## config.mk

```make
export PLATFORM = sky130hd
export DESIGN_NAME = irq_hub
export DESIGN_NICKNAME = d
export VERILOG_FILES = /design/src/rtl/irq_hub_pkg.sv /design/src/rtl/irq_bus_decode.sv /design/src/rtl/irq_req_latch.sv /design/src/rtl/irq_halt_ctrl.sv /design/src/rtl/irq_hub.sv
export SDC_FILE = /design/constraint.sdc
export NUM_CORES = 1
export LEC_CHECK = 0
export BUFFER_PORTS_ARGS = -buffer_cell sky130_fd_sc_hd__buf_4
export CAP_MARGIN = 20
export CORE_MARGIN = 8
export CORE_UTILIZATION = 50
export CTS_CLUSTER_SIZE = 40
export DETAILED_ROUTE_END_ITERATION = 8
export PLACE_DENSITY = 0.82
export SYNTH_ARGS = -nofsm -noshare
export SYNTH_HDL_FRONTEND = slang
export SYNTH_SLANG_ARGS = --single-unit
```

## constraint.sdc

```tcl
create_clock -name clk -period 2.15 [get_ports clk]
set_input_delay 0.215 -clock clk [delete_from_list [all_inputs] [get_ports clk]]
set_output_delay 0.215 -clock clk [all_outputs]
set_load 0.05 [all_outputs]
```

## src/rtl/irq_hub_pkg.sv

```systemverilog
package irq_hub_pkg;

  localparam int BUS_W   = 32;
  localparam int LANES   = BUS_W / 8;

  typedef enum logic [1:0] {
    ACC_BYTE = 2'd0,
    ACC_HALF = 2'd1,
    ACC_WORD = 2'd2,
    ACC_NONE = 2'd3
  } acc_size_e;

  // Byte lanes touched by an access; zero for misaligned or absent sizes.
  function automatic logic [LANES-1:0] lane_mask(input logic [1:0] size, input logic [1:0] off);
    logic [LANES-1:0] m;
    case (acc_size_e'(size))
      ACC_BYTE: m = 4'b0001 << off;
      ACC_HALF: m = off[0] ? 4'b0000 : (off[1] ? 4'b1100 : 4'b0011);
      ACC_WORD: m = (off == 2'd0) ? 4'b1111 : 4'b0000;
      default:  m = 4'b0000;
    endcase
    return m;
  endfunction

  // Move a bit-0 aligned value onto its byte lanes.
  function automatic logic [BUS_W-1:0] to_lanes(input logic [BUS_W-1:0] d, input logic [1:0] off);
    return d << {off, 3'b000};
  endfunction

  // Pull the addressed lanes of a register word down to bit 0 and trim to size.
  function automatic logic [BUS_W-1:0] from_lanes(input logic [BUS_W-1:0] w,
                                                  input logic [1:0] off,
                                                  input logic [1:0] size);
    logic [BUS_W-1:0] s;
    s = w >> {off, 3'b000};
    case (acc_size_e'(size))
      ACC_BYTE: s = s & 32'h0000_00FF;
      ACC_HALF: s = s & 32'h0000_FFFF;
      default:  s = s;
    endcase
    return s;
  endfunction

  // Expand a lane mask into a bit mask.
  function automatic logic [BUS_W-1:0] lane_bits(input logic [LANES-1:0] be);
    logic [BUS_W-1:0] b;
    for (int i = 0; i < LANES; i++) b[i*8 +: 8] = {8{be[i]}};
    return b;
  endfunction

  // Write-one-to-clear with set priority.
  function automatic logic w1c_next(input logic cur, input logic clr, input logic set);
    return set | (cur & ~clr);
  endfunction

endpackage

```

## src/rtl/irq_bus_decode.sv

```systemverilog
module irq_bus_decode
  import irq_hub_pkg::*;
#(
  parameter int          ADDR_W  = 12,
  parameter logic [11:0] PAIR_OFS = 12'h200,
  parameter logic [11:0] IME_OFS  = 12'h208,
  parameter logic [11:0] SYS_OFS  = 12'h300
) (
  input  logic              bus_req,
  input  logic              bus_wr,
  input  logic [1:0]        bus_size,
  input  logic [ADDR_W-1:0] bus_addr,
  input  logic [BUS_W-1:0]  bus_wdata,
  output logic [LANES-1:0]  be,
  output logic [BUS_W-1:0]  wlanes,
  output logic              sel_pair,
  output logic              sel_ime,
  output logic              sel_sys,
  output logic              wr_en,
  output logic              rd_en,
  output logic              halt_cmd
);

  logic [ADDR_W-1:0] word_addr;
  logic              any_lane;

  assign word_addr = {bus_addr[ADDR_W-1:2], 2'b00};
  assign be        = lane_mask(bus_size, bus_addr[1:0]);
  assign any_lane  = |be;
  assign wlanes    = to_lanes(bus_wdata, bus_addr[1:0]);

  assign sel_pair  = (word_addr == ADDR_W'(PAIR_OFS));
  assign sel_ime   = (word_addr == ADDR_W'(IME_OFS));
  assign sel_sys   = (word_addr == ADDR_W'(SYS_OFS));

  assign wr_en     = bus_req &  bus_wr & any_lane;
  assign rd_en     = bus_req & ~bus_wr & any_lane;

  // Halt entry: byte store into lane 1 of the system word with bit 7 low.
  assign halt_cmd  = wr_en & sel_sys & (acc_size_e'(bus_size) == ACC_BYTE)
                   & be[1] & ~wlanes[15];

endmodule

```

## src/rtl/irq_req_latch.sv

```systemverilog
module irq_req_latch
  import irq_hub_pkg::*;
#(
  parameter int NUM_SRC = 14,
  parameter int REG_W   = 16
) (
  input  logic               clk,
  input  logic               rst_n,
  input  logic [NUM_SRC-1:0] src_pulse,
  input  logic [REG_W-1:0]   clr_bits,
  output logic [REG_W-1:0]   req_q
);

  for (genvar i = 0; i < REG_W; i++) begin : g_bit
    if (i < NUM_SRC) begin : g_live
      always_ff @(posedge clk or negedge rst_n) begin
        if (!rst_n) req_q[i] <= 1'b0;
        else        req_q[i] <= w1c_next(req_q[i], clr_bits[i], src_pulse[i]);
      end
    end else begin : g_spare
      assign req_q[i] = 1'b0;
    end
  end

endmodule

```

## src/rtl/irq_halt_ctrl.sv

```systemverilog
module irq_halt_ctrl (
  input  logic clk,
  input  logic rst_n,
  input  logic halt_cmd,
  input  logic wake,
  output logic halt_req
);

  always_ff @(posedge clk or negedge rst_n) begin
    if (!rst_n)        halt_req <= 1'b0;
    else if (wake)     halt_req <= 1'b0;
    else if (halt_cmd) halt_req <= 1'b1;
  end

endmodule

```

## src/rtl/irq_hub.sv

```systemverilog
module irq_hub
  import irq_hub_pkg::*;
#(
  parameter int          NUM_SRC  = 14,
  parameter int          REG_W    = 16,
  parameter int          ADDR_W   = 12,
  parameter logic [11:0] PAIR_OFS = 12'h200,
  parameter logic [11:0] IME_OFS  = 12'h208,
  parameter logic [11:0] SYS_OFS  = 12'h300
) (
  input  logic               clk,
  input  logic               rst_n,
  input  logic [13:0]        src_pulse,
  input  logic               bus_req,
  input  logic               bus_wr,
  input  logic [1:0]         bus_size,
  input  logic [ADDR_W-1:0]  bus_addr,
  input  logic [31:0]        bus_wdata,
  output logic [31:0]        bus_rdata,
  output logic               cpu_irq,
  output logic               halt_req
);

  localparam logic [REG_W-1:0] LIVE_MASK = REG_W'((1 << NUM_SRC) - 1);

  logic [LANES-1:0] be;
  logic [BUS_W-1:0] wlanes, wmask, wword;
  logic             sel_pair, sel_ime, sel_sys, wr_en, rd_en, halt_cmd;
  logic [REG_W-1:0] en_q, req_q, clr_bits;
  logic             ime_q, boot_q, pending;
  logic [BUS_W-1:0] rd_word;

  irq_bus_decode #(
    .ADDR_W(ADDR_W), .PAIR_OFS(PAIR_OFS), .IME_OFS(IME_OFS), .SYS_OFS(SYS_OFS)
  ) u_dec (
    .bus_req(bus_req), .bus_wr(bus_wr), .bus_size(bus_size), .bus_addr(bus_addr),
    .bus_wdata(bus_wdata), .be(be), .wlanes(wlanes), .sel_pair(sel_pair),
    .sel_ime(sel_ime), .sel_sys(sel_sys), .wr_en(wr_en), .rd_en(rd_en),
    .halt_cmd(halt_cmd)
  );

  assign wmask = lane_bits(be);
  assign wword = wlanes & wmask;

  // Acknowledge bits come from the upper half of the enable/request word.
  assign clr_bits = (wr_en && sel_pair) ? (wword[31:16] & LIVE_MASK) : '0;

  irq_req_latch #(.NUM_SRC(NUM_SRC), .REG_W(REG_W)) u_req (
    .clk(clk), .rst_n(rst_n), .src_pulse(src_pulse[NUM_SRC-1:0]),
    .clr_bits(clr_bits), .req_q(req_q)
  );

  always_ff @(posedge clk or negedge rst_n) begin
    if (!rst_n) begin
      en_q   <= '0;
      ime_q  <= 1'b0;
      boot_q <= 1'b0;
    end else if (wr_en) begin
      if (sel_pair)
        en_q <= ((en_q & ~wmask[15:0]) | wword[15:0]) & LIVE_MASK;
      if (sel_ime && be[0])
        ime_q <= wword[0];
      if (sel_sys && be[0])
        boot_q <= wword[0];
    end
  end

  assign pending = |(en_q & req_q);

  irq_halt_ctrl u_halt (
    .clk(clk), .rst_n(rst_n), .halt_cmd(halt_cmd), .wake(pending), .halt_req(halt_req)
  );

  always_comb begin
    rd_word = '0;
    if (sel_pair)     rd_word = {req_q, en_q};
    else if (sel_ime) rd_word = {{(BUS_W-1){1'b0}}, ime_q};
    else if (sel_sys) rd_word = {{(BUS_W-1){1'b0}}, boot_q};
  end

  assign bus_rdata = rd_en ? from_lanes(rd_word, bus_addr[1:0], bus_size) : '0;
  assign cpu_irq   = ime_q & pending;

endmodule

```

==> flow_metrics.tcl, run 1 <==
set metrics [dict create \
    status "complete, but fails checks" \
    violations "negative setup slack" \
    place_area_sq_um 3383 \
    netlist_instances 283 \
    routedWlPerCell_um 18.99 \
    drt-total-wl_um 8545 \
    place_hpwl_um 5987 \
    drcViolationCount 0 \
    fin_tns_setup_ns -0.2773 \
    first_global_vias 2525 \
    row_count 25 \
    holdPathEnd "u_req.req_q[7]" \
    start_util 0.5247 \
    cp.arrival_ns 1.99 \
    grt_use_total 0.2145 \
    final_nets 446 \
    timing.final.crit_share 1.027 \
    yosys.area_share.xor_xnor 0.003488 \
    ys_warn_count 0 \
    drtIter0Drc 218 \
    grt-ovfl-total 0 \
    drv_cap 0 \
    drive_gt1_frac 0.4674 \
    critPathLaunchType "primary input" \
    rsz0062_at_grt "true" \
    synth_edf_count 0 \
    ys.flop_type "dfrtp_1" \
    slew_violations 0 \
    clk_latency_ns 0.28 \
    reg2reg_from "u_req.req_q[10]" \
    critPathLaunch "bus_addr[10]" \
    relSlewSlack 0.2798 \
    tritoncts "yes" \
    clockRootBuffer "clkbuf_8" \
    p_leak_nw 1.674 \
    powerDensity_nw_per_um2 359.0 \
    dieArea_sq_um 7546 \
    crit_type "primary input to primary output" \
    fmax_mhz 452.8 \
    yosys.area_share.simple 0.2466 \
    gp_congestion 0.8467 \
    synth_area_sq_um 2511 \
    dpl_worst_slack_ns -0.08528 \
    crit_required_ns 1.93 \
    multi_input_area_sq_um 1728 \
    synth_most_common_cell "dfrtp_1" \
    clockBufferDepth 2 \
    cts_inserted_buffers 5 \
    first_pass_iters 4 \
    hp-start "src_pulse[7]" \
    skew_ns 0.005859 \
    finalNonFillerCells 450 \
    setup-violations-final 10 \
    io_pins 98 \
    die_w_um 86.87 \
    setup_ws_ns -0.05864 \
    synth_top_area_share 0.3089 \
    worstSetupEndpointType "primary output" \
    areaGrowthSynthToFinish_pct 48.58 \
    synth.distinct_cells 51 \
    synth_area_leaders "dfrtp_1, mux2i_1, nor2b_1" \
    tightest_slew_ns 1.069 \
    ys_seq_area_frac 0.3089 \
    path_clk_slew_ns 0.07 \
    crit_path_max_fanout 6 \
    synthAdderAreaFrac 0 \
    hold_class "primary input to flop" \
    max-vdd-ir-drop_v 0.0004150 \
    placedCellCount 439 \
    synth_top_area_cell "dfrtp_1" \
    avgSynthCellArea_sq_um 8.873 \
    muxShareOfSynthArea 0.1819 \
    fill_cells 322 \
    cts_htree_levels 2 \
    coreArea_sq_um 4786 \
    antenna_found_initial 0 \
    ys_seq_elements 31 \
    antenna_left 0 \
    vias 2632 \
    cts_sinks 31 \
    regArea_sq_um 775.7 \
    dieHeight_um 86.87 \
    final_hold_viol_count 0 \
    io_buffers 89 \
    r2r_cells 4 \
    min_path_cells 2 \
    synth_compound_area_frac 0.1913 \
    timing.rr.end "u_halt.halt_req" \
    synth_top_family_by_area "simple AND/OR/NAND/NOR gates" \
    yosys-top-cells-count "dfrtp_1, nor2b_1, nor2_1, mux2i_1, a21oi_1" \
    antennaDiodeCount 0 \
    grt_pass1_wl_um 12840 \
    vias_per_cell 5.849 \
    period_needed_ns 2.209 \
    final_area_sq_um 3731 \
    reg2reg_slack_ns 0.80 \
    ys_async_sr_fraction 1.000 \
    whs_ns 0.1156 \
    grt_max_degree 53 \
]
## final cells by class
type | count | share of cell area
clock inverter | 3 | 0.004024
sequential | 31 | 0.2079
timing repair buffer | 112 | 0.2770
multi-input combinational | 225 | 0.4631
clock buffer | 5 | 0.01844
inverter | 7 | 0.007042
tap | 67 | 0.02247
## placed cells by master (no fill, tap or decap), drive strengths merged, types with 2 or more instances in the layout
master    n
o21ai    10
nand4     4
nor4      2
or2       2
buf     110
a211oi   17
clkinv    3
nand3     2
nor3      5
nand2     6
nor2b    29
a22oi     7
a31oi     6
o41ai     7
dfrtp    31
clkbuf    6
nand2b   11
inv       7
mux2     17
a21oi    18
nor2     28
nor3b     2
and2      8
conb      4
mux2i    22
## worst max-delay path, cell delays in order
cell and delay [ns]:
buf_6 0.09, or4_4 0.52, and4bb_4 0.45, buf_12 0.14
a21oi_2 0.05, a211oi_2 0.30, buf_6 0.21
## cells by family (layout without fill, tap and decap cells)
kind of cell           count (synthesis)  after routing
other                                  1              4
buffers and inverters                 30            127
XOR/XNOR                               1              1
AO/OA/AOI/OAI                         72             72
AND/OR/NAND/NOR                      108            108
flip-flops                            31             31
multiplexers                          40             40
## power breakdown
group	total, mW	switching (mW)	internal, mW
Clock	0.446	0.225	0.221
Sequential	0.584	0.000460	0.584
Combinational	0.309	0.166	0.143
Total	1.34	0.392	0.948
## metrics by stage
stage                       util  total power [mW]
after floorplan                -            0.7511
after global placement    0.7069            0.8814
after detailed placement  0.7069            0.8877
after CTS                 0.7365             1.328
after global routing      0.7796             1.395
final                     0.7796             1.340
## per-layer routing
| metal | global-route usage | vias up | share of wire | wire length, um |
|---|---|---|---|---|
| li1 | - | 1216 | - | - |
| met1 | 0.2695 | 1262 | 0.40 | 3452 |
| met2 | 0.3428 | 131 | 0.49 | 4145 |
| met3 | 0.04906 | 23 | 0.085 | 729 |
| met4 | 0.09077 | 0 | 0.026 | 218 |
| met5 | 0 | - | 0 | 0 |
## worst max-delay path by stage
stage / end / depth (start not counted)
2_1_floorplan: bus_rdata[16] / 5
4_1_cts: bus_rdata[0] / 7
6_report: bus_rdata[5] / 7
5_1_grt: bus_rdata[5] / 7
3_3_place_gp: bus_rdata[1] / 7
3_5_place_dp: bus_rdata[1] / 7
## what timing repair did
action | CTS | global route
pin swaps | 10 | 15
hold buffers | 1 | 0
endpoints found under the setup margin | 17 | 17
endpoints found under the hold margin | 31 | 0
gates cloned | 0 | 1
gates resized for setup | 12 | 57
buffers inserted | 0 | 1
Note: power is estimated with default switching activity, not from simulation.
==> run 2: changes to the inputs <==
--- a/config.mk
+++ b/config.mk
@@ -8,10 +8,10 @@
 export BUFFER_PORTS_ARGS = -buffer_cell sky130_fd_sc_hd__buf_4
 export CAP_MARGIN = 20
 export CORE_MARGIN = 8
-export CORE_UTILIZATION = 50
+export CORE_UTILIZATION = 45
 export CTS_CLUSTER_SIZE = 40
 export DETAILED_ROUTE_END_ITERATION = 8
-export PLACE_DENSITY = 0.82
+export PLACE_DENSITY = 0.75
 export SYNTH_ARGS = -nofsm -noshare
 export SYNTH_HDL_FRONTEND = slang
 export SYNTH_SLANG_ARGS = --single-unit
==> run 2 against run 1 <==
Against the previous run: global-route usage decreased by 2.6 points; critical path depth unchanged; first-iteration DRC count is 33% lower; highest routed layer unchanged; sequential power barely moved; non-clock buffer count shrank 1; the flow still finishes with violations (negative setup slack); clock power up 2%.
==> flow_metrics.tcl, run 2 (same netlist as run 1, synthesis figures left out) <==
set metrics [dict create \
    status "complete, but fails checks" \
    violations "negative setup slack" \
    skew_ns 0.001724 \
    post-cts-setup-buffer-count 0 \
    crit_required_ns 1.93 \
    vias 2502 \
    drv_cap 0 \
    drive_gt1_frac 0.4147 \
    dpl_worst_slack_ns -0.1116 \
    power_frac_seq 0.438 \
    final_hold_viol_count 0 \
    worstSetupEndpointType "primary output" \
    critPathLaunchType "primary input" \
    routedWlPerCell_um 17.19 \
    cts_sinks 31 \
    crit_path_max_fanout 4 \
    drt-total-wl_um 7785 \
    swShare 0.2716 \
    antenna_found_initial 0 \
    drtIter0Drc 146 \
    relSlewSlack 0.3249 \
    hold_class "primary input to flop" \
    fmax_mhz 459.4 \
    p_leak_nw 1.628 \
    areaGrowthSynthToFinish_pct 42.50 \
    slew_violations 0 \
    p_comb_frac 0.221 \
    setup-violations-final 3 \
    row_count 27 \
    path_clk_slew_ns 0.06 \
    die_w_um 90.70 \
    switchingPower_uw 362.8 \
    first_pass_iters 4 \
    io_buffers 89 \
    dieHeight_um 90.70 \
    rsz0062_at_grt "true" \
    final_cell_mix "buf_4, dfrtp_1, nor2b_1" \
    cts_inserted_buffers 5 \
    clk_latency_ns 0.28 \
    period_needed_ns 2.177 \
    cp.arrival_ns 1.96 \
    p_int_uw 972.7 \
    cts_htree_levels 2 \
    timing.final.crit_share 1.013 \
    dieArea_sq_um 8226 \
    setup_ws_ns -0.02688 \
    final_common_cell "buf_4" \
    clockBufferDepth 2 \
    first_global_vias 2655 \
    crit_type "primary input to primary output" \
    powerDensity_nw_per_um2 373.2 \
    max-vdd-ir-drop_v 0.0003588 \
    io_pins 98 \
    antenna_left 0 \
    grt_pass1_wl_um 12970 \
    final_nets 445 \
    grt_use_total 0.1882 \
    grt_max_degree 37 \
    gp_congestion 0.8440 \
    clockRootBuffer "clkbuf_8" \
    tightest_slew_ns 1.002 \
    clkPwrFrac 0.341 \
    fin_tns_setup_ns -0.04268 \
    place_hpwl_um 6050 \
    tritoncts "yes" \
    antennaDiodeCount 0 \
    start_util 0.4617 \
    coreArea_sq_um 5439 \
    drcViolationCount 0 \
    vias_per_cell 5.523 \
    grt-ovfl-total 0 \
]
==> run 2: per-stage QoR <==
stage / instance area (sq um) / total power [mW] / cells / hold slack (ns) / utilization
2_1_floorplan: 2584 / 0.7511 / 286 / -0.08059 / -
3_3_place_gp: 3385 / 0.8802 / 445 / 0.1708 / 0.6223
3_5_place_dp: 3385 / 0.8851 / 445 / 0.1731 / 0.6223
4_1_cts: 3527 / 1.341 / 453 / 0.1164 / 0.6485
5_1_grt: 3578 / 1.392 / 453 / 0.1252 / 0.6579
6_report: 3578 / 1.335 / 453 / 0.1208 / 0.6579
==> run 2: layout make-up <==
cell class / count / area, sq um
clock buffers: 6 / 82.58
fillers: 476 / 1861
repair buffers: 111 / 932.1
well taps: 72 / 90.09
clock inverters: 1 / 5.005
flip-flops and latches: 31 / 775.7
inverters: 7 / 26.28
multi-input cells: 225 / 1667
==> run 2: metal layers <==
| metal | vias up | track usage | share of wire |
|---|---|---|---|
| met5 | - | 0 | 0 |
| met4 | 0 | 0.04438 | 0.012 |
| met3 | 12 | 0.05237 | 0.082 |
| met2 | 101 | 0.3124 | 0.48 |
| met1 | 1169 | 0.2340 | 0.42 |
| li1 | 1220 | - | - |
==> run 2: final timing paths <==
path	start	to	slack, ns	depth (start not counted)
setup / recovery	bus_addr[5]	bus_rdata[0]	-0.03	7
hold / removal	src_pulse[6]	u_req.req_q[6]	0.12	2
setup reg to reg	u_req.req_q[10]	u_halt.halt_req	0.84	4
hold reg to reg	boot_q	boot_q	0.51	1
max in group asynchronous	rst_n	async pin	1.46	2
min in group asynchronous	rst_n	u_req.req_q[0]	0.40	2
==> run 2: critical path: stages <==
cell and delay [ns]:
buf_4 0.11, or4_4 0.53, and4bb_4 0.37, buf_4 0.15, o221ai_1 0.12, a211oi_2 0.26
buf_6 0.20
==> run 2: power by group through the flow <==
stage | logic (mW) | registers, mW | clock network, mW
CTS | 0.294 | 0.584 | 0.463
detailed placement | 0.290 | 0.595 | 0
finish | 0.295 | 0.584 | 0.456
global route | 0.322 | 0.584 | 0.485
global placement | 0.285 | 0.595 | 0
floorplan | 0.156 | 0.595 | 0
==> run 2: repair_timing <==
item                                    in CTS  in global routing
endpoints found under the setup margin      17                 20
gates resized for setup                     13                 18
hold endpoints to repair                    31                  0
hold buffers                                 1                  0
pin swaps                                    7                  2
